--- config.mk ---
export PLATFORM = sky130hd
export DESIGN_NAME = pcu_top
export DESIGN_NICKNAME = d
export VERILOG_FILES = /design/src/rtl/pcu_pkg.sv /design/src/rtl/pcu_decode.sv /design/src/rtl/pcu_cond.sv /design/src/rtl/pcu_next.sv /design/src/rtl/pcu_top.sv
export SDC_FILE = /design/constraint.sdc
export NUM_CORES = 1
export LEC_CHECK = 0
export CORE_MARGIN = 8
export CORE_UTILIZATION = 46
export CTS_CLUSTER_DIAMETER = 60
export DETAILED_ROUTE_END_ITERATION = 10
export PLACE_DENSITY = 0.8
export SETUP_SLACK_MARGIN = 0.3
export SLEW_MARGIN = 5
export SYNTH_ARGS = -nofsm -noshare
export SYNTH_HDL_FRONTEND = slang
export SYNTH_SLANG_ARGS = --single-unit
--- constraint.sdc ---
create_clock -name clk -period 3.4 [get_ports clk]
set_input_delay 0.51 -clock clk [delete_from_list [all_inputs] [get_ports clk]]
set_output_delay 0.51 -clock clk [all_outputs]
set_load 0.01 [all_outputs]
--- src/rtl/pcu_pkg.sv ---
// Package: shared types for the program-counter redirect unit.
// Assumes opcodes are 8 bits; groups are decided by the high nibble.
package pcu_pkg;

    typedef enum logic [2:0] {
        CT_NONE  = 3'd0,
        CT_SHORT = 3'd1,
        CT_LONG  = 3'd2,
        CT_SKIP  = 3'd3,
        CT_NOP   = 3'd4
    } ctl_kind_t;

    // Condition source index: 0 always, 1 Q, 2 D==0, 3 DF, 4..7 ext flags, 8 IE
    localparam int COND_SEL_W = 4;
    localparam int COND_N     = 9;

    typedef struct packed {
        ctl_kind_t               kind;
        logic [COND_SEL_W-1:0]   sel;
        logic                    invert;
    } ctl_decode_t;

endpackage

--- src/rtl/pcu_decode.sv ---
// Module: pcu_decode
// Classifies an opcode into a control-transfer kind, a condition source
// and a polarity. Purely combinational; assumes an 8-bit opcode.
module pcu_decode
    import pcu_pkg::*;
(
    input  logic [7:0]  opcode,
    output ctl_decode_t dec
);

    logic [3:0] hi_nib;
    logic [3:0] lo_nib;

    assign hi_nib = opcode[7:4];
    assign lo_nib = opcode[3:0];

    // Map the opcode onto kind, condition source and sense.
    always_comb begin
        dec.kind   = CT_NONE;
        dec.sel    = '0;
        dec.invert = 1'b0;
        if (hi_nib == 4'h3) begin
            dec.kind   = CT_SHORT;
            dec.sel    = {1'b0, lo_nib[2:0]};
            dec.invert = lo_nib[3];
        end else if (hi_nib == 4'hC) begin
            if (lo_nib == 4'h4) begin
                dec.kind = CT_NOP;
            end else if (lo_nib[2] == 1'b0) begin
                dec.kind   = CT_LONG;
                dec.sel    = {2'b00, lo_nib[1:0]};
                dec.invert = lo_nib[3];
            end else begin
                dec.kind   = CT_SKIP;
                dec.sel    = (lo_nib[1:0] == 2'b00) ? 4'd8 : {2'b00, lo_nib[1:0]};
                dec.invert = ~lo_nib[3];
            end
        end
    end

endmodule

--- src/rtl/pcu_cond.sv ---
// Module: pcu_cond
// Evaluates the selected status condition and applies its polarity.
// Assumes FLAG_N external flag lines occupy source indices 4 upward.
module pcu_cond
    import pcu_pkg::*;
#(
    parameter int FLAG_N = 4
) (
    input  logic [COND_SEL_W-1:0] sel,
    input  logic                  invert,
    input  logic                  d_is_zero,
    input  logic                  df_flag,
    input  logic                  q_flag,
    input  logic                  ie_flag,
    input  logic [FLAG_N-1:0]     ext_flags,
    output logic                  cond_true
);

    localparam int EXT_BASE = 4;
    localparam int SRC_N    = (EXT_BASE + FLAG_N > COND_N) ? EXT_BASE + FLAG_N + 1 : COND_N;
    localparam int IE_IDX   = SRC_N - 1;

    logic [SRC_N-1:0] src;

    assign src[0] = 1'b1;
    assign src[1] = q_flag;
    assign src[2] = d_is_zero;
    assign src[3] = df_flag;

    // Place each external flag line on its own source slot.
    for (genvar g = 0; g < FLAG_N; g++) begin : g_ext
        assign src[EXT_BASE + g] = ext_flags[g];
    end

    // Fill unused slots between the flags and the IE slot.
    for (genvar u = EXT_BASE + FLAG_N; u < IE_IDX; u++) begin : g_pad
        assign src[u] = 1'b0;
    end

    assign src[IE_IDX] = ie_flag;

    // Pick the source (index 8 means IE) and apply polarity.
    always_comb begin
        logic raw;
        if (sel == 4'd8)
            raw = src[IE_IDX];
        else if (int'(sel) < IE_IDX)
            raw = src[sel];
        else
            raw = 1'b0;
        cond_true = raw ^ invert;
    end

endmodule

--- src/rtl/pcu_next.sv ---
// Module: pcu_next
// Forms the next counter from the kind, the condition and the operands.
// Assumes PC_W is twice BYTE_W; all sums wrap at PC_W bits.
module pcu_next
    import pcu_pkg::*;
#(
    parameter int BYTE_W = 8,
    parameter int PC_W   = 2 * BYTE_W
) (
    input  ctl_kind_t           kind,
    input  logic                cond_true,
    input  logic [PC_W-1:0]     pc_cur,
    input  logic [BYTE_W-1:0]   opnd0,
    input  logic [BYTE_W-1:0]   opnd1,
    output logic [PC_W-1:0]     pc_new,
    output logic                used
);

    logic [PC_W-1:0] pc_plus1;
    logic [PC_W-1:0] pc_plus2;

    assign pc_plus1 = pc_cur + PC_W'(1);
    assign pc_plus2 = pc_cur + PC_W'(2);

    // Select the counter update for each instruction group.
    always_comb begin
        pc_new = pc_cur;
        used   = 1'b0;
        unique case (kind)
            CT_SHORT: begin
                pc_new = cond_true ? {pc_cur[PC_W-1:BYTE_W], opnd0} : pc_plus1;
                used   = cond_true;
            end
            CT_LONG: begin
                pc_new = cond_true ? {opnd0, opnd1} : pc_plus2;
                used   = cond_true;
            end
            CT_SKIP: begin
                pc_new = cond_true ? pc_plus2 : pc_cur;
            end
            CT_NOP, CT_NONE: begin
                pc_new = pc_cur;
            end
            default: begin
                pc_new = pc_cur;
            end
        endcase
    end

endmodule

--- src/rtl/pcu_top.sv ---
// Module: pcu_top
// Program-counter redirect unit for short branches, long branches and
// long skips. One register stage: results appear one clock after inputs.
// Assumes operand bytes were fetched from pc_cur and pc_cur+1 before use.
module pcu_top
    import pcu_pkg::*;
#(
    parameter int BYTE_W = 8,
    parameter int PC_W   = 16,
    parameter int FLAG_N = 4
) (
    input  logic              clk,
    input  logic              rst_n,
    input  logic              in_valid,
    input  logic [7:0]        opcode,
    input  logic [PC_W-1:0]   pc_cur,
    input  logic [BYTE_W-1:0] opnd0,
    input  logic [BYTE_W-1:0] opnd1,
    input  logic              d_is_zero,
    input  logic              df_flag,
    input  logic              q_flag,
    input  logic              ie_flag,
    input  logic [FLAG_N-1:0] ext_flags,
    output logic              out_valid,
    output logic [PC_W-1:0]   pc_next,
    output logic              opnd_used
);

    ctl_decode_t     dec;
    logic            cond_true;
    logic [PC_W-1:0] pc_comb;
    logic            used_comb;

    pcu_decode u_decode (
        .opcode (opcode),
        .dec    (dec)
    );

    pcu_cond #(.FLAG_N(FLAG_N)) u_cond (
        .sel       (dec.sel),
        .invert    (dec.invert),
        .d_is_zero (d_is_zero),
        .df_flag   (df_flag),
        .q_flag    (q_flag),
        .ie_flag   (ie_flag),
        .ext_flags (ext_flags),
        .cond_true (cond_true)
    );

    pcu_next #(.BYTE_W(BYTE_W), .PC_W(PC_W)) u_next (
        .kind      (dec.kind),
        .cond_true (cond_true),
        .pc_cur    (pc_cur),
        .opnd0     (opnd0),
        .opnd1     (opnd1),
        .pc_new    (pc_comb),
        .used      (used_comb)
    );

    // Register the result; synchronous active-low reset clears everything.
    always_ff @(posedge clk) begin
        if (!rst_n) begin
            out_valid <= 1'b0;
            pc_next   <= '0;
            opnd_used <= 1'b0;
        end else begin
            out_valid <= in_valid;
            pc_next   <= pc_comb;
            opnd_used <= in_valid & used_comb;
        end
    end

endmodule

==> reports/qor.txt <==
die area = 6490 um2
Worst-path clk slew = 0.08 ns
measured slew at the worst slew-check pin = 0.539 ns
Power Dens Cells = 237 nW/um2
synth warn = 0
Longest Clk Path Bufs = 2
CP arrival = 3.10 ns
first-pass GRT wire length = 11600 um
Cells after Synth = 271
Comb pwr share = 37.4%
Final setup violation count = 0
Pleak = 1.01 nW
DRT Wirelength = 7200 um
IO Port Bufs = 68
slowest stage cell, crit path = clkdlybuf4s50_1
clock root buffer = clkbuf_8
post-CTS resize count = 0
routability cong. = 0.979
Seq/Total Area, Yosys = 18.8%
crit-path leading delay family = compound AO/OA/AOI/OAI gates
Netlist cell types = 53
Inserted Diodes = 0
syn nets = 324
EDFF count, synth = 0
Pins Over Slew Limit = 0
dpl hpwl = 5580 um
worst-path fanout max = 10
Clock power frac = 28.6%
Hold Crit Class = primary input to flop
critical path required time = 3.56 ns
row count = 23
CP cell instances = clkdlybuf4s50_1 -> mux4_2 -> or3_1 -> o211a_2 -> xnor2_1 -> buf_4 -> o311ai_0 -> nand3_1 -> o31a_1
fill cell count = 358
clk sinks = 18
sw frac = 31.0%
Max Clock Freq = 339 MHz
count of final hold-check violations = 0
Synth Area per Inst = 7.07 um2
synthesized area = 1920 um2
Hold Path Depth = 2
layout net count = 397
P_sw = 0.000208 W
DR vias = 2419
Area growth syn-to-layout = 47.4%
wire length per cell = 18.3 um
Hold Buf Count CTS = 0
CP Class = primary input to flop
Remaining DRCs = 0
number of synthesized register bits = 18
1st-iter DRT viols = 295
htree depth = 1
Startpoint Class = primary input
CTS tree = done
ys async rst share = 0%
Final Critical Period = 2.95 ns
vias in the first global route = 2351
IO Pins = 69
Max-slew headroom = 63.9%
initial antenna violation count = 0
Final Cycle Share = 86.6%
setup TNS = 0 ns
grt ovf = 0
RSZ-0062 raised after global routing = false
Post-CTS Setup Bufs = 0
via/cell ratio = 6.16
share of post-route cells with drive strength above 1 = 11.1%
Peak VDD IR = 0.139 mV
worst hold endpoint = out_valid$_SDFF_PN0_
number of max-cap violations = 0
total CTS buffers = 3
GRT Overall Usage = 22.2%
Antenna Violating Nets Remaining = 0
Hold Startpoint = in_valid
pin count of the biggest net entering global routing = 13
Die H = 80.5 um
Die W = 80.5 um
Initial Util = 47.9%
P_int = 0.000463 W
sequential power share = 34.0%
run status = complete, no violations
core area = 4000 um2
slowest cell delay on critical path = 0.50 ns
crit path capture type = flop
smallest hold slack = 0.812 ns
first-pass iteration count of the detailed router = 4
dominant synthesized flop cell = dfxtp_1
CP Buf/Inv Count = 2
[power by group through the flow]
stage | clock network [W] | logic, W | registers [W]
2_1_floorplan | 0 | 0.000102 | 0.000240
3_3_place_gp | 0 | 0.000246 | 0.000233
3_5_place_dp | 0 | 0.000247 | 0.000233
4_1_cts | 0.000195 | 0.000248 | 0.000228
5_1_grt | 0.000204 | 0.000269 | 0.000230
6_report | 0.000192 | 0.000251 | 0.000228
[metrics by stage]
step | total power [W] | cells | setup WS [ns] | instance area, um2 | util (%)
6_report | 0.000671 | 393 | 0.454 | 2820 | 70.6
4_1_cts | 0.000672 | 393 | 0.469 | 2820 | 70.5
3_5_place_dp | 0.000480 | 389 | 0.193 | 2760 | 69.1
2_1_floorplan | 0.000342 | 271 | 0.841 | 1920 | -
5_1_grt | 0.000703 | 393 | 0.359 | 2820 | 70.6
3_3_place_gp | 0.000478 | 389 | 0.209 | 2760 | 69.1
[synth_stat cells, drive strengths merged (4+ instances only)]
library cell	count	share of area [%]
nand2	26	5.1
o21ai	23	6.0
a21oi	21	5.5
dfxtp	18	19
nor2	18	3.5
clkbuf	15	2.9
nand3	12	3.1
nor3	12	3.1
a31oi	11	3.6
xnor2	11	5.0
buf	9	2.6
mux2i	7	3.7
or3	7	2.3
and3	6	2.0
inv	6	1.2
o31a	5	2.3
xor2	5	2.3
mux2	4	2.4
nand4	4	1.3
o311ai	4	1.8
[state kept, by name (all words and copies together), names as in the netlist]
signal and cells:
out_valid 1, opnd_used 1, pc_next 16
[worst max-delay path by stage]
stage              start                      to  slack, ns  cells after the start
2_1_floorplan  opcode[0]  pc_next[14]$_SDFF_PN0_       0.84                      8
3_3_place_gp   opcode[0]  pc_next[10]$_SDFF_PN0_       0.21                      9
3_5_place_dp   opcode[0]  pc_next[13]$_SDFF_PN0_       0.19                      9
4_1_cts        opcode[0]  pc_next[10]$_SDFF_PN0_       0.47                      9
5_1_grt        opcode[0]  pc_next[15]$_SDFF_PN0_       0.36                      9
6_report       opcode[0]  pc_next[10]$_SDFF_PN0_       0.45                      9
[routing by layer]
metal	global-route usage [%]	wire, um
met1	28.1	3080
met2	35.7	3250
met3	4.46	700
met4	8.73	168
met5	0	0
[area by class of cell]
cell class / instances / area, um2 / area share, %
multi-input combinational: 223 / 1450 / 51.4
clock buffer: 4 / 55.1 / 1.95
timing repair buffer: 92 / 873 / 30.9
sequential: 18 / 360 / 12.8
inverter: 6 / 22.5 / 0.798
tap: 50 / 62.6 / 2.22
[layout by cell type (no fill, tap or decap), types with 3 or more instances in the layout]
cell             count
mux2i_1              7
a21boi_0             3
xor2_1               4
a21oi_1             21
a31oi_1             11
nor4_1               3
o211ai_1             3
mux2_2               4
nand2_1             26
clkbuf_8             4
o21ai_0             23
nand4_1              4
clkdlybuf4s50_1     68
o31a_1               5
nand2b_1             3
buf_4               23
and3_1               6
dfxtp_1             18
nand3_1             12
a211oi_1             3
nor3_1              11
o311ai_0             4
nor2_1              18
inv_1                6
xnor2_1             11
or3_1                7
[kinds of logic after synthesis]
| group | after synthesis | share of synthesized area, % |
|---|---|---|
| simple gates | 102 | 27.2 |
| compound gates | 91 | 31.4 |
| xor+xnor | 16 | 7.32 |
| buf+inv | 30 | 6.73 |
| fa+ha+maj | 2 | 1.31 |
| flops | 18 | 18.8 |
| mux | 12 | 7.18 |
Power figures use the tool's default switching activity.
